**config.mk**
```make
export PLATFORM = sky130hd
export DESIGN_NAME = nor_id_probe
export DESIGN_NICKNAME = d
export VERILOG_FILES = /design/src/rtl/nor_probe_pkg.sv /design/src/rtl/nor_probe_seq.sv /design/src/rtl/nor_probe_decode.sv /design/src/rtl/nor_probe_secmap.sv /design/src/rtl/nor_id_probe.sv
export SDC_FILE = /design/constraint.sdc
export NUM_CORES = 1
export LEC_CHECK = 0
export BUFFER_PORTS_ARGS = -buffer_cell sky130_fd_sc_hd__buf_2
export CORE_ASPECT_RATIO = 1.2
export CORE_MARGIN = 2
export CORE_UTILIZATION = 61
export DETAILED_ROUTE_END_ITERATION = 8
export PLACE_DENSITY = 0.93
export SLEW_MARGIN = 25
export SYNTH_ARGS = -nofsm -noshare
export SYNTH_HDL_FRONTEND = slang
export SYNTH_HIERARCHICAL = 1
export SYNTH_SLANG_ARGS = --single-unit
```
**constraint.sdc**
```tcl
create_clock -name clk -period 5.4 [get_ports clk]
set_input_delay 0.54 -clock clk [delete_from_list [all_inputs] [get_ports clk]]
set_output_delay 0.54 -clock clk [all_outputs]
set_load 0.05 [all_outputs]
```
**src/rtl/nor_probe_pkg.sv**
```systemverilog
// Shared types and identity constants for the NOR identity probe.
// Assumes a 32-bit bank of two x16 devices; every constant repeats per half.
package nor_probe_pkg;

    typedef enum logic [1:0] {
        VEN_NONE  = 2'd0,
        VEN_FAM_A = 2'd1,
        VEN_FAM_B = 2'd2
    } vendor_t;

    typedef enum logic [1:0] {
        DEV_NONE   = 2'd0,
        DEV_BOTTOM = 2'd1,
        DEV_UNIF   = 2'd2
    } dev_t;

    localparam logic [7:0]  MFR_A      = 8'h01;
    localparam logic [7:0]  MFR_B      = 8'h89;
    localparam logic [31:0] ID_BOTTOM  = 32'h2249_2249;
    localparam logic [31:0] ID_MIRROR  = 32'h227E_227E;
    localparam logic [31:0] ID_EXT1    = 32'h2212_2212;
    localparam logic [31:0] ID_EXT2    = 32'h2200_2200;

    localparam logic [31:0] CMD_UNLK1  = 32'h00AA_00AA;
    localparam logic [31:0] CMD_UNLK2  = 32'h0055_0055;
    localparam logic [31:0] CMD_IDMODE = 32'h0090_0090;
    localparam logic [31:0] CMD_RD_A   = 32'h00F0_00F0;
    localparam logic [31:0] CMD_RD_B   = 32'h00FF_00FF;

    localparam int unsigned OFS_UNLK1  = 'h555;
    localparam int unsigned OFS_UNLK2  = 'h2AA;

endpackage

```
**src/rtl/nor_probe_seq.sv**
```systemverilog
// Probe sequencer: drives the command writes, the settle wait, the four
// identity reads and the final return-to-read write.
// Assumes read data is valid one cycle after fl_rd.
module nor_probe_seq
    import nor_probe_pkg::*;
#(
    parameter int unsigned CLK_HZ    = 125_000_000,
    parameter int unsigned SETTLE_US = 100,
    parameter int unsigned ADDR_W    = 22
) (
    input  logic              clk,
    input  logic              rst_n,
    input  logic              start,
    input  vendor_t           vendor_i,
    output logic              done,
    output logic              load,
    output logic              clear,
    output logic [ADDR_W-1:0] fl_addr,
    output logic [31:0]       fl_wdata,
    output logic              fl_wr,
    output logic              fl_rd,
    input  logic [31:0]       fl_rdata,
    output logic [31:0]       w0,
    output logic [31:0]       w1,
    output logic [31:0]       w14,
    output logic [31:0]       w15
);
    localparam int unsigned CYC_PER_US = (CLK_HZ / 1_000_000 > 0) ? CLK_HZ / 1_000_000 : 1;
    localparam int unsigned SETTLE_CYC = (CYC_PER_US * SETTLE_US > 0) ? CYC_PER_US * SETTLE_US : 1;
    localparam int unsigned CW         = $clog2(SETTLE_CYC + 1);

    typedef enum logic [3:0] {
        S_IDLE, S_CMD1, S_CMD2, S_CMD3, S_WAIT,
        S_RD0, S_CP0, S_RD1, S_CP1, S_RD14, S_CP14, S_RD15, S_CP15,
        S_FIN, S_DONE
    } st_t;

    st_t           st;
    logic [CW-1:0] wcnt;

    assign clear = start && (st == S_IDLE || st == S_DONE);
    assign done  = (st == S_DONE);
    assign load  = (st == S_FIN);

    // State progression and settle counter.
    always_ff @(posedge clk) begin
        if (!rst_n) begin
            st   <= S_IDLE;
            wcnt <= '0;
        end else begin
            case (st)
                S_IDLE, S_DONE: if (start) st <= S_CMD1;
                S_CMD1: st <= S_CMD2;
                S_CMD2: st <= S_CMD3;
                S_CMD3: begin
                    st   <= S_WAIT;
                    wcnt <= '0;
                end
                S_WAIT: begin
                    if (wcnt == CW'(SETTLE_CYC - 1)) st <= S_RD0;
                    else wcnt <= wcnt + 1'b1;
                end
                S_RD0:  st <= S_CP0;
                S_CP0:  st <= S_RD1;
                S_RD1:  st <= S_CP1;
                S_CP1:  st <= S_RD14;
                S_RD14: st <= S_CP14;
                S_CP14: st <= S_RD15;
                S_RD15: st <= S_CP15;
                S_CP15: st <= S_FIN;
                S_FIN:  st <= S_DONE;
                default: st <= S_IDLE;
            endcase
        end
    end

    // Capture identity words one cycle after each read strobe.
    always_ff @(posedge clk) begin
        if (!rst_n) begin
            w0 <= '0; w1 <= '0; w14 <= '0; w15 <= '0;
        end else begin
            if (st == S_CP0)  w0  <= fl_rdata;
            if (st == S_CP1)  w1  <= fl_rdata;
            if (st == S_CP14) w14 <= fl_rdata;
            if (st == S_CP15) w15 <= fl_rdata;
        end
    end

    // Flash bus drive, decoded from the current state.
    always_comb begin
        fl_addr  = '0;
        fl_wdata = '0;
        fl_wr    = 1'b0;
        fl_rd    = 1'b0;
        case (st)
            S_CMD1: begin fl_wr = 1'b1; fl_addr = ADDR_W'(OFS_UNLK1); fl_wdata = CMD_UNLK1;  end
            S_CMD2: begin fl_wr = 1'b1; fl_addr = ADDR_W'(OFS_UNLK2); fl_wdata = CMD_UNLK2;  end
            S_CMD3: begin fl_wr = 1'b1; fl_addr = ADDR_W'(OFS_UNLK1); fl_wdata = CMD_IDMODE; end
            S_RD0:  begin fl_rd = 1'b1; fl_addr = ADDR_W'(0);  end
            S_RD1:  begin fl_rd = 1'b1; fl_addr = ADDR_W'(1);  end
            S_RD14: begin fl_rd = 1'b1; fl_addr = ADDR_W'(14); end
            S_RD15: begin fl_rd = 1'b1; fl_addr = ADDR_W'(15); end
            S_FIN: begin
                fl_wr    = (vendor_i != VEN_NONE);
                fl_wdata = (vendor_i == VEN_FAM_B) ? CMD_RD_B : CMD_RD_A;
            end
            default: ;
        endcase
    end

    // the second unlock write is followed at once by the ID-mode write.
    assert_cmd_order_R1: assert property (@(posedge clk) disable iff (!rst_n)
        (fl_wr && fl_wdata == CMD_UNLK2) |=>
        (fl_wr && fl_addr == ADDR_W'(OFS_UNLK1) && fl_wdata == CMD_IDMODE));

    // read and write strobes never overlap.
    assert_strobe_excl_R2: assert property (@(posedge clk) disable iff (!rst_n)
        !(fl_wr && fl_rd));

    // done holds until a start arrives.
    assert_done_hold_R8: assert property (@(posedge clk) disable iff (!rst_n)
        (done && !start) |=> done);

endmodule

```
**src/rtl/nor_probe_decode.sv**
```systemverilog
// Identity decoder: turns the four captured words into vendor, device kind,
// sector count and bank size. Purely combinational.
module nor_probe_decode
    import nor_probe_pkg::*;
#(
    parameter int unsigned SECT_W = 9
) (
    input  logic [31:0]       w0,
    input  logic [31:0]       w1,
    input  logic [31:0]       w14,
    input  logic [31:0]       w15,
    output vendor_t           vendor,
    output dev_t              kind,
    output logic [SECT_W-1:0] count,
    output logic [31:0]       bytes
);
    // Vendor from the low byte of word 0, then device from words 1, 14, 15.
    always_comb begin
        case (w0[7:0])
            MFR_A:   vendor = VEN_FAM_A;
            MFR_B:   vendor = VEN_FAM_B;
            default: vendor = VEN_NONE;
        endcase
        kind  = DEV_NONE;
        count = '0;
        bytes = '0;
        if (vendor != VEN_NONE) begin
            if (w1 == ID_BOTTOM) begin
                kind  = DEV_BOTTOM;
                count = SECT_W'(35);
                bytes = 32'h0040_0000;
            end else if (w1 == ID_MIRROR && w14 == ID_EXT1 && w15 == ID_EXT2) begin
                kind  = DEV_UNIF;
                count = SECT_W'(256);
                bytes = 32'h0200_0000;
            end
        end
    end

endmodule

```
**src/rtl/nor_probe_secmap.sv**
```systemverilog
// Sector map: byte offset of a sector index for the detected device kind.
// Assumes count is zero whenever kind is DEV_NONE.
module nor_probe_secmap
    import nor_probe_pkg::*;
#(
    parameter int unsigned SECT_W = 9
) (
    input  dev_t              kind,
    input  logic [SECT_W-1:0] count,
    input  logic [SECT_W-1:0] idx,
    output logic [31:0]       off,
    output logic              bad
);
    localparam int unsigned BLK_SH = 17;  // 128 KiB main sector

    logic [31:0] linear;
    logic [31:0] boot_head [4];

    assign linear = 32'(idx) << BLK_SH;

    // The four small sectors at the bottom of a bottom-boot device.
    genvar g;
    generate
        for (g = 0; g < 4; g++) begin : g_head
            localparam logic [31:0] HEAD = (g == 0) ? 32'h0 : (g == 1) ? 32'h8000 :
                                           (g == 2) ? 32'hC000 : 32'h1_0000;
            assign boot_head[g] = HEAD;
        end
    endgenerate

    // Offset selection and range check.
    always_comb begin
        bad = (idx >= count);
        off = '0;
        if (!bad) begin
            case (kind)
                DEV_BOTTOM: off = (idx < SECT_W'(4)) ? boot_head[idx[1:0]]
                                                     : linear - 32'h6_0000;
                DEV_UNIF:   off = linear;
                default:    off = '0;
            endcase
        end
    end

endmodule

```
**src/rtl/nor_id_probe.sv**
```systemverilog
// Top of the NOR identity probe: sequencer, decoder, descriptor registers
// and sector lookup. Descriptor is cleared by an accepted start and loaded
// in the last probe cycle.
module nor_id_probe
    import nor_probe_pkg::*;
#(
    parameter int unsigned CLK_HZ    = 125_000_000,
    parameter int unsigned SETTLE_US = 100,
    parameter int unsigned ADDR_W    = 22,
    parameter int unsigned SECT_W    = 9
) (
    input  logic              clk,
    input  logic              rst_n,
    input  logic              start,
    output logic              done,
    output logic [1:0]        vendor,
    output logic [1:0]        dev_kind,
    output logic [SECT_W-1:0] sector_cnt,
    output logic [31:0]       bank_bytes,
    input  logic [SECT_W-1:0] sec_idx,
    output logic [31:0]       sec_off,
    output logic              sec_bad,
    output logic [ADDR_W-1:0] fl_addr,
    output logic [31:0]       fl_wdata,
    input  logic [31:0]       fl_rdata,
    output logic              fl_wr,
    output logic              fl_rd
);
    logic              load, clear;
    logic [31:0]       w0, w1, w14, w15;
    vendor_t           dec_ven;
    dev_t              dec_kind;
    logic [SECT_W-1:0] dec_cnt;
    logic [31:0]       dec_bytes;
    vendor_t           ven_q;
    dev_t              kind_q;

    nor_probe_seq #(.CLK_HZ(CLK_HZ), .SETTLE_US(SETTLE_US), .ADDR_W(ADDR_W)) u_seq (
        .clk(clk), .rst_n(rst_n), .start(start), .vendor_i(dec_ven),
        .done(done), .load(load), .clear(clear),
        .fl_addr(fl_addr), .fl_wdata(fl_wdata), .fl_wr(fl_wr), .fl_rd(fl_rd),
        .fl_rdata(fl_rdata), .w0(w0), .w1(w1), .w14(w14), .w15(w15)
    );

    nor_probe_decode #(.SECT_W(SECT_W)) u_dec (
        .w0(w0), .w1(w1), .w14(w14), .w15(w15),
        .vendor(dec_ven), .kind(dec_kind), .count(dec_cnt), .bytes(dec_bytes)
    );

    // Descriptor registers: cleared on accepted start, loaded at probe end.
    always_ff @(posedge clk) begin
        if (!rst_n || clear) begin
            ven_q      <= VEN_NONE;
            kind_q     <= DEV_NONE;
            sector_cnt <= '0;
            bank_bytes <= '0;
        end else if (load) begin
            ven_q      <= dec_ven;
            kind_q     <= dec_kind;
            sector_cnt <= dec_cnt;
            bank_bytes <= dec_bytes;
        end
    end

    assign vendor   = ven_q;
    assign dev_kind = kind_q;

    nor_probe_secmap #(.SECT_W(SECT_W)) u_map (
        .kind(kind_q), .count(sector_cnt), .idx(sec_idx),
        .off(sec_off), .bad(sec_bad)
    );

    // an unknown vendor never reports sectors or size.
    assert_unknown_empty_R3: assert property (@(posedge clk) disable iff (!rst_n)
        (done && vendor == 2'd0) |-> (sector_cnt == '0 && bank_bytes == '0));

    // a valid lookup always lies inside the sector count.
    assert_lookup_range_R11: assert property (@(posedge clk) disable iff (!rst_n)
        !sec_bad |-> (sec_idx < sector_cnt));

    // an invalid lookup yields offset zero.
    assert_bad_zero_R11: assert property (@(posedge clk) disable iff (!rst_n)
        sec_bad |-> (sec_off == 32'h0));

endmodule

```
Yosys cells after proc, flatten, opt, wreduce, memory -nomap -nowiden:

Index checks and enable logic that the tools add are counted.

* bitwise gates (word level): 1
* magnitude comparators: 3
* $add $sub $neg: 2
* muxes and demuxes: 26
* reductions and logical operators: 15
* equality and inequality tests: 27

Operators with widths (count)
* 32-bit two-way mux: 6
* 32-bit by 30-bit == test with 1-bit output, second input constant: 4
* 32-bit one-hot mux with 4 select lines: 1
* 32-bit binary-select mux with 2-bit select: 1
* 32-bit one-hot mux with 2 select lines: 1
* 4-bit one-hot mux with 14 select lines: 1
* 11-bit one-hot mux with 5 select lines: 1
* 4-bit == test, second input constant: 7
* 14-bit one-hot mux with 2 select lines: 1
* 9-bit two-way mux: 3
* 26-bit by 19-bit subtractor with 27-bit output, second input constant: 1
* 26-bit two-way mux: 1
* 20-bit two-way mux: 1
* 4-bit by 3-bit == test with 1-bit output, second input constant: 4
* 14-bit by 1-bit adder with 14-bit output, second input constant: 1
* 14-bit == test, second input constant: 1
* 14-bit two-way mux: 1
* 9-bit greater-or-equal comparator: 1
* 9-bit by 3-bit < comparator with 1-bit output, second input constant: 1
* 4-bit by 2-bit == test with 1-bit output, second input constant: 2
* 8-bit by 1-bit == test with 1-bit output, second input constant: 1
* 8-bit == test, second input constant: 1
* 4-bit two-way mux: 2
* 2-bit two-way mux: 3
* 19 further kinds: 27

* output and inout bits: 135
* word-level logic and storage cells: 84
* bits in registers: 167
* input bits: 44

Longest topological paths before layout:

* word-level depth: 7
* gate-level depth with buffers: 8
* depth with buffers taken out: 7

By module:

The synthesis kept the hierarchy.

Modules (own cells, without submodules)
* nor_probe_seq: cells an instance 757, sequential area each 2922.8 µm², area each 6140.9 µm², instances 1
* nor_id_probe: cells an instance 146, sequential area each 900.9 µm², area each 1642.8 µm², instances 1
* nor_probe_secmap: cells an instance 114, sequential area each 0.0 µm², area each 744.5 µm², instances 1
* nor_probe_decode: cells an instance 90, sequential area each 0.0 µm², area each 674.4 µm², instances 1

Worst setup path after synthesis:

Ideal clock, no wire load.

* path type: flip-flop to output port
* from: register sector_cnt[8]
* to: output port sec_off[17]
* path slack: 1690 ps
* required time: 4860 ps
* buffers on the path: 0
* arrival: 3170 ps
* stages on the path, launching flop included: 8
* path through: dfxtp_1 inv_1 ha_1 a21oi_1 o21ai_0 a21oi_1 o21ai_1 nor3_1

* cells in the longest elaborated chain, start to end: 2

RTL lines
* start: declaration: line nor_id_probe.sv:18 `output logic [SECT_W-1:0] sector_cnt,`
* start signal: assignment: line nor_id_probe.sv:60 `sector_cnt <= dec_cnt;`
* 9-bit greater-or-equal comparator: line nor_probe_secmap.sv:33 `bad = (idx >= count);`
* named net sec_bad: line nor_id_probe.sv:22 `output logic sec_bad,`
* 32-bit two-way mux: line nor_probe_secmap.sv:35 `if (!bad) begin`
* end: declaration: line nor_id_probe.sv:21 `output logic [31:0] sec_off,`

The timed path passes the listed nets, and every way through them passes these cells.

Worst setup path after layout:

* from: register sector_cnt[8]
* to: output port sec_off[17]

* cells in the longest elaborated chain, start to end: 2

RTL lines (line)
* 9-bit greater-or-equal comparator: nor_probe_secmap.sv:33
* 32-bit two-way mux: nor_probe_secmap.sv:35

Every way passes these cells.

==> results.json <==
{
  "finalHoldViolations": 0,
  "seq_power_share_pct": 45.4,
  "grt_pass1_vias": 6318,
  "combPwrFrac_pct": 10.7,
  "power_frac_clock_pct": 43.9,
  "port_buffers": 131,
  "worstMarginPinSlew_ns": 0.8997,
  "crit_type": "reg -> out",
  "cts_root_buf": "clkbuf_16",
  "crit_required_ns": 4.86,
  "via_count": 6834,
  "drt_iter0_markers": 618,
  "r2r_end": "sector_cnt[2]",
  "cts_tree": "built",
  "gp_congestion": 0.8777,
  "path_max_fanout": 10,
  "endpoint": "sec_off[17]",
  "die_area_um2": 14640,
  "netSwitchingPower_uw": 734.5,
  "maxCapViolCount": 0,
  "dp_hpwl_um": 12480,
  "area_delta_synth_final_pct": 9.039,
  "clockBufferDepth": 2,
  "post_cts_buffers": 0,
  "whs_ns": 0.3816,
  "cp-startpoint": "sector_cnt[8]",
  "min_period_ns": 3.148,
  "vdd.ir_drop.worst_mv": 0.2123,
  "syn_inst": 1007,
  "wirelength_um": 18300,
  "hp-class": "in -> reg",
  "cp_cell_sequence": "inv_1 -> ha_1 -> a21oi_1 -> o21ai_0 -> a21oi_1 -> o21ai_1 -> nor3_1 -> buf_2",
  "core_um2": 13300,
  "worst_path_most_repeated_cell": "a21oi_1",
  "path_clk_slew_ns": 0.06,
  "viasPerCell": 5.394,
  "grt_max_degree": 115,
  "cts_resized": 0,
  "min_period_over_period_pct": 58.30,
  "post_drt_wl_per_cell_um": 14.44,
  "endpoint_kind": "output port",
  "grt_pass1_wl_um": 30280,
  "fillers": 1037,
  "antenna_found_initial": 1,
  "drtPass1Iterations": 5,
  "avgSynthCellArea_um2": 8.289,
  "htreeDepth": 4,
  "r2r_setup_slack_ns": 2.88,
  "p_leak_uw": 0.003492,
  "internal-power_uw": 2010,
  "sw_frac_of_total_pct": 26.76,
  "fin_skew_ns": 0.006542,
  "slew_violations": 0,
  "setup_viol": 0,
  "start_kind": "register",
  "critPathBufInv": 2,
  "cts_buffers": 17,
  "cp_slowest_cell": "dfxtp_1",
  "grt_setup_unrepaired": "false",
  "crit_arrival_ns": 2.61,
  "cellPowerDensity_nw_per_um2": 301.5,
  "r2r-start": "u_seq/st[0]",
  "drc": 0,
  "nets": 1143,
  "grt-ovfl-total": 0,
  "max-slew-margin-rel_pct": 40.02,
  "clock_latency_ns": 0.43,
  "num_io_pins": 179,
  "row_count": 46,
  "synth_area_um2": 8347,
  "max_clock_freq_mhz": 317.6,
  "holdBufCountCts": 0,
  "die_y_um": 132.1,
  "initial_core_util_pct": 62.78,
  "rr_worst_depth": 6,
  "clkSinkCount": 167,
  "critPathTopFamily": "compound AO/OA/AOI/OAI gates",
  "track_usage_pct": 24.83,
  "fin_setup_tns_ns": 0,
  "drtAntennaViolNets": 0,
  "layout-drive-gt1-share_pct": 17.03,
  "ys_warn_count": 6,
  "status": "complete, no violations",
  "cp.depth": 8,
  "die_x_um": 110.8,
  "cp_slowest_stage_delay_ns": 0.37
}
metal layers:
layer,vias up,track usage [%],routed length (um),share of wire [%]
li1,3356,-,-,-
met1,3193,31.20,7657,42
met2,254,42.19,9149,50
met3,31,4.920,1149,6.3
met4,0,9.444,339,1.9
met5,-,0,0,0
sequential cells by signal, summed over array words and instances (netlist names):
register,count
u_seq/w15,32
u_seq/w14,32
u_seq/w1,32
bank_bytes,32
dev_kind,2
u_seq/w0,8
sector_cnt,9
vendor,2
u_seq/wcnt,14
u_seq/st,4
tightest hold or removal path: stages:
cell      delay, ns
buf_2          0.11
nand2_1        0.05
a21boi_0       0.06
final cells by class:
class	count	area, um^2	share of cell area [%]
Multi-Input combinational cell	746	4192	46.05
Sequential cell	167	3343	36.73
Timing Repair Buffer	137	700.7	7.699
Clock buffer	21	470.5	5.169
Tap cell	168	210.2	2.310
Clock inverter	11	122.6	1.347
Inverter	16	60.06	0.6599
Antenna cell	1	2.502	0.02750
placed cells by master (no fill, tap or decap), drive strengths merged, types with 3 or more instances in the layout:
| master | n |
|---|---|
| nor4b | 14 |
| nand2 | 242 |
| a21oi | 27 |
| o21ai | 15 |
| nor4bb | 4 |
| and4 | 4 |
| and3 | 4 |
| a21boi | 106 |
| dfxtp | 167 |
| nor3b | 3 |
| or4 | 3 |
| clkinv | 7 |
| nand4 | 10 |
| or3 | 8 |
| nand3 | 12 |
| nand2b | 7 |
| inv | 17 |
| o31ai | 3 |
| clkbuf | 21 |
| nor4 | 10 |
| nor2b | 8 |
| buf | 137 |
| and2 | 5 |
| conb | 82 |
| o211a | 3 |
| a31oi | 7 |
| nor2 | 74 |
| mux2i | 45 |
| nor3 | 15 |
| ha | 14 |
how the worst min path moves through the flow:
| stage | startpoint | end | slack (ns) | depth (start not counted) |
|---|---|---|---|---|
| final | fl_rdata[21] | u_seq/w15[21] | 0.38 | 3 |
| after global routing | fl_rdata[8] | u_seq/w15[8] | 0.39 | 3 |
| after CTS | fl_rdata[21] | u_seq/w15[21] | 0.37 | 3 |
| after detailed placement | u_seq/w14[20] | u_seq/w14[20] | 0.45 | 2 |
| after global placement | u_seq/w1[19] | u_seq/w1[19] | 0.45 | 2 |
| after floorplan | u_seq/w14[2] | u_seq/w14[2] | 0.44 | 2 |
power by group through the flow:
stage,sequential [uW],clock (uW),combinational [uW]
after floorplan,1270,0,292
after global placement,1270,0,289
after detailed placement,1270,0,291
after CTS,1240,1220,292
after global routing,1250,1280,311
final,1240,1210,294
metrics by stage:
step | setup slack, ns | power [uW] | cells | utilization, % | instance area, um^2
floorplan | 1.690 | 1557 | 1086 | - | 8643
global placement | 2.642 | 1561 | 1234 | 63.92 | 8498
detailed placement | 2.529 | 1563 | 1234 | 63.96 | 8503
CTS | 2.256 | 2759 | 1266 | 68.42 | 9096
global route | 2.112 | 2832 | 1266 | 68.44 | 9099
finish | 2.252 | 2744 | 1267 | 68.45 | 9101
Power figures use the tool's default switching activity.
